<file path="src/rtl/pmem_region_pkg.sv">
// Package: shared types for the program memory region decoder.
// Assumes a 2-bit mode field whose encoding is fixed by the core's mode setting.
package pmem_region_pkg;

    typedef enum logic [1:0] {
        MODE_EXTENDED = 2'b00,   // on-chip up to INT_LAST, external above
        MODE_BOOT_EXT = 2'b01,   // on-chip up to BOOT_LAST, external above
        MODE_EXT_ONLY = 2'b10,   // everything external
        MODE_INT_ONLY = 2'b11    // everything on-chip, zero fill above INT_LAST
    } mem_mode_e;

    typedef enum logic [1:0] {
        PIN_PORT_IO  = 2'b00,    // shared pins given to general I/O
        PIN_BUS_PARK = 2'b01,    // bus owns pins, floating data, strobes idle
        PIN_BUS_LIVE = 2'b10     // bus sequencer drives the pins
    } pin_own_e;

    typedef struct packed {
        logic     ext;
        logic     zero;
        logic     ce;
        pin_own_e pin;
    } route_t;

    localparam route_t ROUTE_RESET = '{ext: 1'b0, zero: 1'b0, ce: 1'b0, pin: PIN_PORT_IO};

endpackage

</file>
<file path="src/rtl/pmem_limit_cmp.sv">
// Module: unsigned "address above limit" comparator.
// Assumes LIMIT fits in ADDR_W bits; output is purely combinational.
module pmem_limit_cmp #(
    parameter int               ADDR_W = 21,
    parameter logic [ADDR_W-1:0] LIMIT = '0
) (
    input  logic [ADDR_W-1:0] addr_i,
    output logic              above_o
);
    // Compare the address against the fixed limit.
    always_comb begin
        above_o = (addr_i > LIMIT);
    end
endmodule

</file>
<file path="src/rtl/pmem_route_logic.sv">
// Module: combinational routing decision from mode, region flags and bus-disable.
// Assumes above_boot implies above_int is never true without above_boot
// (BOOT_LAST < INT_LAST), which the top checks at elaboration.
module pmem_route_logic
    import pmem_region_pkg::*;
(
    input  logic [1:0] mode_i,
    input  logic       above_boot_i,
    input  logic       above_int_i,
    input  logic       bus_off_i,
    output route_t     route_o
);
    mem_mode_e mode;
    logic      go_ext;

    // Cast the raw mode field to its enumerated meaning.
    always_comb begin
        mode = mem_mode_e'(mode_i);
    end

    // Pick the target memory for the given mode.
    always_comb begin
        unique case (mode)
            MODE_EXTENDED: go_ext = above_int_i;
            MODE_BOOT_EXT: go_ext = above_boot_i;
            MODE_EXT_ONLY: go_ext = 1'b1;
            default:       go_ext = 1'b0;
        endcase
    end

    // Build the full decision: select, zero fill, chip enable, pin ownership.
    always_comb begin
        route_o.ext  = go_ext;
        route_o.ce   = go_ext;
        route_o.zero = (mode == MODE_INT_ONLY) && above_int_i;
        if (mode == MODE_INT_ONLY) begin
            route_o.pin = PIN_PORT_IO;
        end else if (go_ext) begin
            route_o.pin = PIN_BUS_LIVE;
        end else if (bus_off_i) begin
            route_o.pin = PIN_PORT_IO;
        end else begin
            route_o.pin = PIN_BUS_PARK;
        end
    end
endmodule

</file>
<file path="src/rtl/pmem_decision_reg.sv">
// Module: holds the routing decision, loaded on each request strobe.
// Assumes synchronous active-low reset; outputs keep their value between requests.
module pmem_decision_reg
    import pmem_region_pkg::*;
(
    input  logic   clk,
    input  logic   rst_n,
    input  logic   req_i,
    input  route_t route_i,
    output logic   valid_o,
    output route_t route_o
);
    // Load the decision on a request and flag it valid for one cycle.
    always_ff @(posedge clk) begin
        if (!rst_n) begin
            valid_o <= 1'b0;
            route_o <= ROUTE_RESET;
        end else begin
            valid_o <= req_i;
            if (req_i) begin
                route_o <= route_i;
            end
        end
    end

    // without a request the stored decision must not move.
    p_hold_idle_r9: assert property (@(posedge clk) disable iff (!rst_n)
        !req_i |=> $stable(route_o));
endmodule

</file>
<file path="src/rtl/pmem_region_decoder.sv">
// Module: top of the program memory region decoder.
// Decides per request whether an access is on-chip or external, whether it
// reads as zero, whether the external chip enable is wanted and who owns the
// shared pins. Assumes BOOT_LAST < INT_LAST < 2**ADDR_W.
module pmem_region_decoder
    import pmem_region_pkg::*;
#(
    parameter int                ADDR_W    = 21,
    parameter logic [ADDR_W-1:0] BOOT_LAST = 21'h0007FF,
    parameter logic [ADDR_W-1:0] INT_LAST  = 21'h00FFFF
) (
    input  logic              clk,
    input  logic              rst_n,
    input  logic              req_i,
    input  logic [ADDR_W-1:0] addr_i,
    input  logic [1:0]        mode_i,
    input  logic              bus_off_i,
    output logic              dec_valid_o,
    output logic              sel_ext_o,
    output logic              zero_fill_o,
    output logic              ce_req_o,
    output logic [1:0]        pin_own_o
);
    localparam int N_LIMITS = 2;
    localparam logic [ADDR_W-1:0] LIMITS [N_LIMITS] = '{BOOT_LAST, INT_LAST};

    logic [N_LIMITS-1:0] above;
    route_t              route_next;
    route_t              route_q;

    // Elaboration-time check on the limit ordering.
    initial begin
        p_param_order: assert (BOOT_LAST < INT_LAST)
            else $error("pmem_region_decoder: BOOT_LAST must be below INT_LAST");
    end

    // One comparator per region limit.
    for (genvar i = 0; i < N_LIMITS; i++) begin : g_cmp
        pmem_limit_cmp #(
            .ADDR_W (ADDR_W),
            .LIMIT  (LIMITS[i])
        ) u_cmp (
            .addr_i  (addr_i),
            .above_o (above[i])
        );
    end

    pmem_route_logic u_route (
        .mode_i       (mode_i),
        .above_boot_i (above[0]),
        .above_int_i  (above[1]),
        .bus_off_i    (bus_off_i),
        .route_o      (route_next)
    );

    pmem_decision_reg u_reg (
        .clk     (clk),
        .rst_n   (rst_n),
        .req_i   (req_i),
        .route_i (route_next),
        .valid_o (dec_valid_o),
        .route_o (route_q)
    );

    // Drive the ports from the stored decision.
    always_comb begin
        sel_ext_o   = route_q.ext;
        zero_fill_o = route_q.zero;
        ce_req_o    = route_q.ce;
        pin_own_o   = route_q.pin;
    end

    // internal-only mode never selects the bus and leaves pins to I/O.
    p_int_only_r1: assert property (@(posedge clk) disable iff (!rst_n)
        (req_i && mode_i == 2'b11) |=> (!sel_ext_o && !ce_req_o && pin_own_o == 2'b00));
    // external-only mode always selects the bus.
    p_ext_only_r3: assert property (@(posedge clk) disable iff (!rst_n)
        (req_i && mode_i == 2'b10) |=> sel_ext_o);
    // zero fill never accompanies an external decision.
    p_zero_internal_r2: assert property (@(posedge clk) disable iff (!rst_n)
        (dec_valid_o && zero_fill_o) |-> !sel_ext_o);
    // chip enable request matches the external decision.
    p_ce_ext_r6: assert property (@(posedge clk) disable iff (!rst_n)
        dec_valid_o |-> (ce_req_o == sel_ext_o));
    // an external decision always drives the bus pins.
    p_live_pins_r7: assert property (@(posedge clk) disable iff (!rst_n)
        (dec_valid_o && sel_ext_o) |-> (pin_own_o == 2'b10));
    // valid follows the request strobe by exactly one cycle.
    p_valid_on_req_r9: assert property (@(posedge clk) disable iff (!rst_n)
        req_i |=> dec_valid_o);
    p_valid_idle_r9: assert property (@(posedge clk) disable iff (!rst_n)
        !req_i |=> !dec_valid_o);
endmodule

</file>
<file path="config.mk">
export PLATFORM = sky130hd
export DESIGN_NAME = pmem_region_decoder
export DESIGN_NICKNAME = d
export VERILOG_FILES = /design/src/rtl/pmem_region_pkg.sv /design/src/rtl/pmem_limit_cmp.sv /design/src/rtl/pmem_route_logic.sv /design/src/rtl/pmem_decision_reg.sv /design/src/rtl/pmem_region_decoder.sv
export SDC_FILE = /design/constraint.sdc
export NUM_CORES = 1
export LEC_CHECK = 0
export ABC_AREA = 1
export CORE_AREA = 2 2 39 41
export CTS_CLUSTER_DIAMETER = 120
export DETAILED_ROUTE_END_ITERATION = 7
export DIE_AREA = 0 0 41 43
export GPL_ROUTABILITY_DRIVEN = 1
export PLACE_DENSITY = 0.65
export SLEW_MARGIN = 30
export SYNTH_ARGS = -nofsm -noshare
export SYNTH_HDL_FRONTEND = slang
export SYNTH_SLANG_ARGS = --single-unit
</file>
<file path="constraint.sdc">
create_clock -name clk -period 0.9 [get_ports clk]
set_clock_uncertainty 0.15 [all_clocks]
set_input_delay 0.18 -clock clk [delete_from_list [all_inputs] [get_ports clk]]
set_output_delay 0.18 -clock clk [all_outputs]
set_load 0.01 [all_outputs]
</file>
==> metrics.txt <==
Num CTS Buffers 3; drc violations 0; status complete, but fails checks; fin nets 91; Synth top area share 0.440; Final GP Congestion 0.752; final setup fails 7; Final Power 645 uW; CTS Root Buffer Type clkbuf_4; # hold bufs at CTS 0; largest net degree at the start of global routing 5; failing checks negative setup slack; Worst-Skew Late Latency 0.24 ns; PwrDens 1240 nW/um^2; most frequent cells in the layout nand2_1, clkdlybuf4s15_1, dlygate4sd2_1, buf_6, buf_4; Leak 0.264 nW; CTS tree yes; r2r endpoint u_reg.route_o[4]$_SDFFE_PN0P_; WHS Path Cells 3; fmax 985 MHz; syn_area_per_cell 6.70 sq um; first-pass GRT wire length 1210 um; Worst path max stage delay 0.34 ns; fraction of layout cells with a size suffix above 1 0.492; Hold WC Path Type input pin to register; vias in the first global route 304; worst r2r src u_reg.route_o[4]$_SDFFE_PN0P_; Hold Fails Final Rpt 0; Tcrit/Tclk final 1.13; top post-synthesis cells by area dfxtp_1, nand2_1, nor2_1; slowest CP cell dfxtp_2; Sink Count 5; clock-pin slew on the worst setup and hold paths 0.04 ns; total congestion overflow 0; Critical Path Fanout Max 3; # placed instances 74; number of port buffers 21; Worst Path Buf+Inv 1; Hold EP u_reg.route_o[0]$_SDFFE_PN0P_; Worst Max-Slew Pin Slew 0.137 ns; Total GRT Usage 0.108; die area 1760 sq um; Post-Synthesis Net Count 61; CP Cell Sequence buf_6; Syn Inst Count 34; initial antenna violation count 0; post-synth design cell area 228 sq um; I/O pin total 33; Layout Cells excl Fill 79; RSZ-0062 raised after global routing true; Unique masters post-synth 12; Clock Path Buffers 2; area grow syn2layout 129%; site row count 14; area of the multi-input gates 126 sq um; area of the core 1380 sq um; setup TNS -0.641 ns; final WL 642 um; Final ANT Viol Nets 0; via count 298; cell taking the most area after synthesis dfxtp_1; Final Slew Violations 0; die span in x 41 um; Final min period 1.02 ns; Worst Reg-to-Reg Cells 4; crit path DAT 0.69 ns; Slew headroom 0.908; DR WL/cell 8.13 um; Fillers 155; worst vdd ir 0.000481 V; CP startpoint u_reg.route_o[4]$_SDFFE_PN0P_; Die Y-Extent 43 um; register cell area after layout 105 sq um; Pre-Repair DR Iteration Count 4; Critical Path End Type primary output; Initial DRC Count 6; critical path class register to primary output; reg-to-reg slack, setup -0.03 ns; pre-CTS setup slack -0.484 ns; ant diodes 0; sequential area share after synthesis 0.440; register bit total from synthesis 5; Initial Util 0.165; Ys Warns 0; final setup margin -0.116 ns; Worst path top cell family by delay flip-flops; via/cell ratio 3.77; worst hold start bus_off_i; crit start category register; H-tree levels 1; Critical Path RT 0.57 ns; detailed-placement wirelength estimate 492 um; max_cap viols 0
## per-layer routing
| metal | vias to the layer above | global-route usage | wire length (um) |
|---|---|---|---|
| met4 | 0 | 0.100 | 12 |
| met5 | - | 0 | 0 |
| met3 | 2 | 0.0471 | 44 |
| li1 | 161 | - | - |
| met1 | 127 | 0.140 | 274 |
| met2 | 8 | 0.125 | 310 |
## what timing repair did
action,4_1_cts,5_1_grt
pin swaps,11,6
setup buffers,0,1
endpoints found under the setup margin,10,10
hold endpoints to repair,0,0
resized for setup,54,16
## final cells by class
cell class | instances | share of cell area
Clock buffer | 4 | 0.0504
Inverter | 5 | 0.0360
Multi-Input combinational cell | 23 | 0.242
Sequential cell | 5 | 0.201
Tap cell | 16 | 0.0384
Timing Repair Buffer | 26 | 0.432
## power by group
part	total (mW)	switching, mW	leakage, nW	internal, mW
Sequential	0.243	0.00713	0.0427	0.236
Combinational	0.137	0.0519	0.206	0.0856
Clock	0.265	0.0966	0.0150	0.168
## worst reg2reg max path: stages, from the launching register on
cell,delay [ns]
dfxtp_2,0.33
buf_4,0.13
buf_4,0.12
nand2_2,0.06
a21oi_2,0.04
## per-stage QoR
step                cell area (sq um)  utilization  hold slack [ns]
finish                            522        0.377           0.0673
CTS                               479        0.346            0.167
detailed placement                480        0.347            0.331
global placement                  480        0.347            0.321
floorplan                         228            -            0.135
global route                      522        0.377            0.113
## cells in the mapped netlist
cell / instances
inv_1: 5
or2_0: 1
nand3_1: 2
dfxtp_1: 5
nor3_1: 1
a21oi_1: 2
o21ai_0: 1
nand3b_1: 1
o21ai_1: 1
nand2_1: 8
buf_4: 1
nor2_1: 6
## cells by family (layout without fill, tap and decap cells)
| group | Yosys count | after routing | share of synthesized area |
|---|---|---|---|
| compound gates | 4 | 4 | 0.0879 |
| flops | 5 | 5 | 0.440 |
| simple gates | 19 | 19 | 0.357 |
| buf+inv | 6 | 35 | 0.115 |
## flip-flops by register name (all words and copies together), names as in the netlist
signal / count
u_reg.route_o: 4
u_reg.valid_o: 1
## worst max-delay path by stage
| stage | end | slack, ns | cells after the start |
|---|---|---|---|
| after floorplan | u_reg.route_o[1]$_SDFFE_PN0P_ | 0.03 | 6 |
| after global placement | u_reg.route_o[4]$_SDFFE_PN0P_ | -0.45 | 7 |
| after detailed placement | u_reg.route_o[4]$_SDFFE_PN0P_ | -0.48 | 7 |
| after CTS | sel_ext_o | -0.13 | 1 |
| after global routing | ce_req_o | -0.14 | 1 |
| final | sel_ext_o | -0.12 | 1 |
Power figures use the tool's default switching activity.
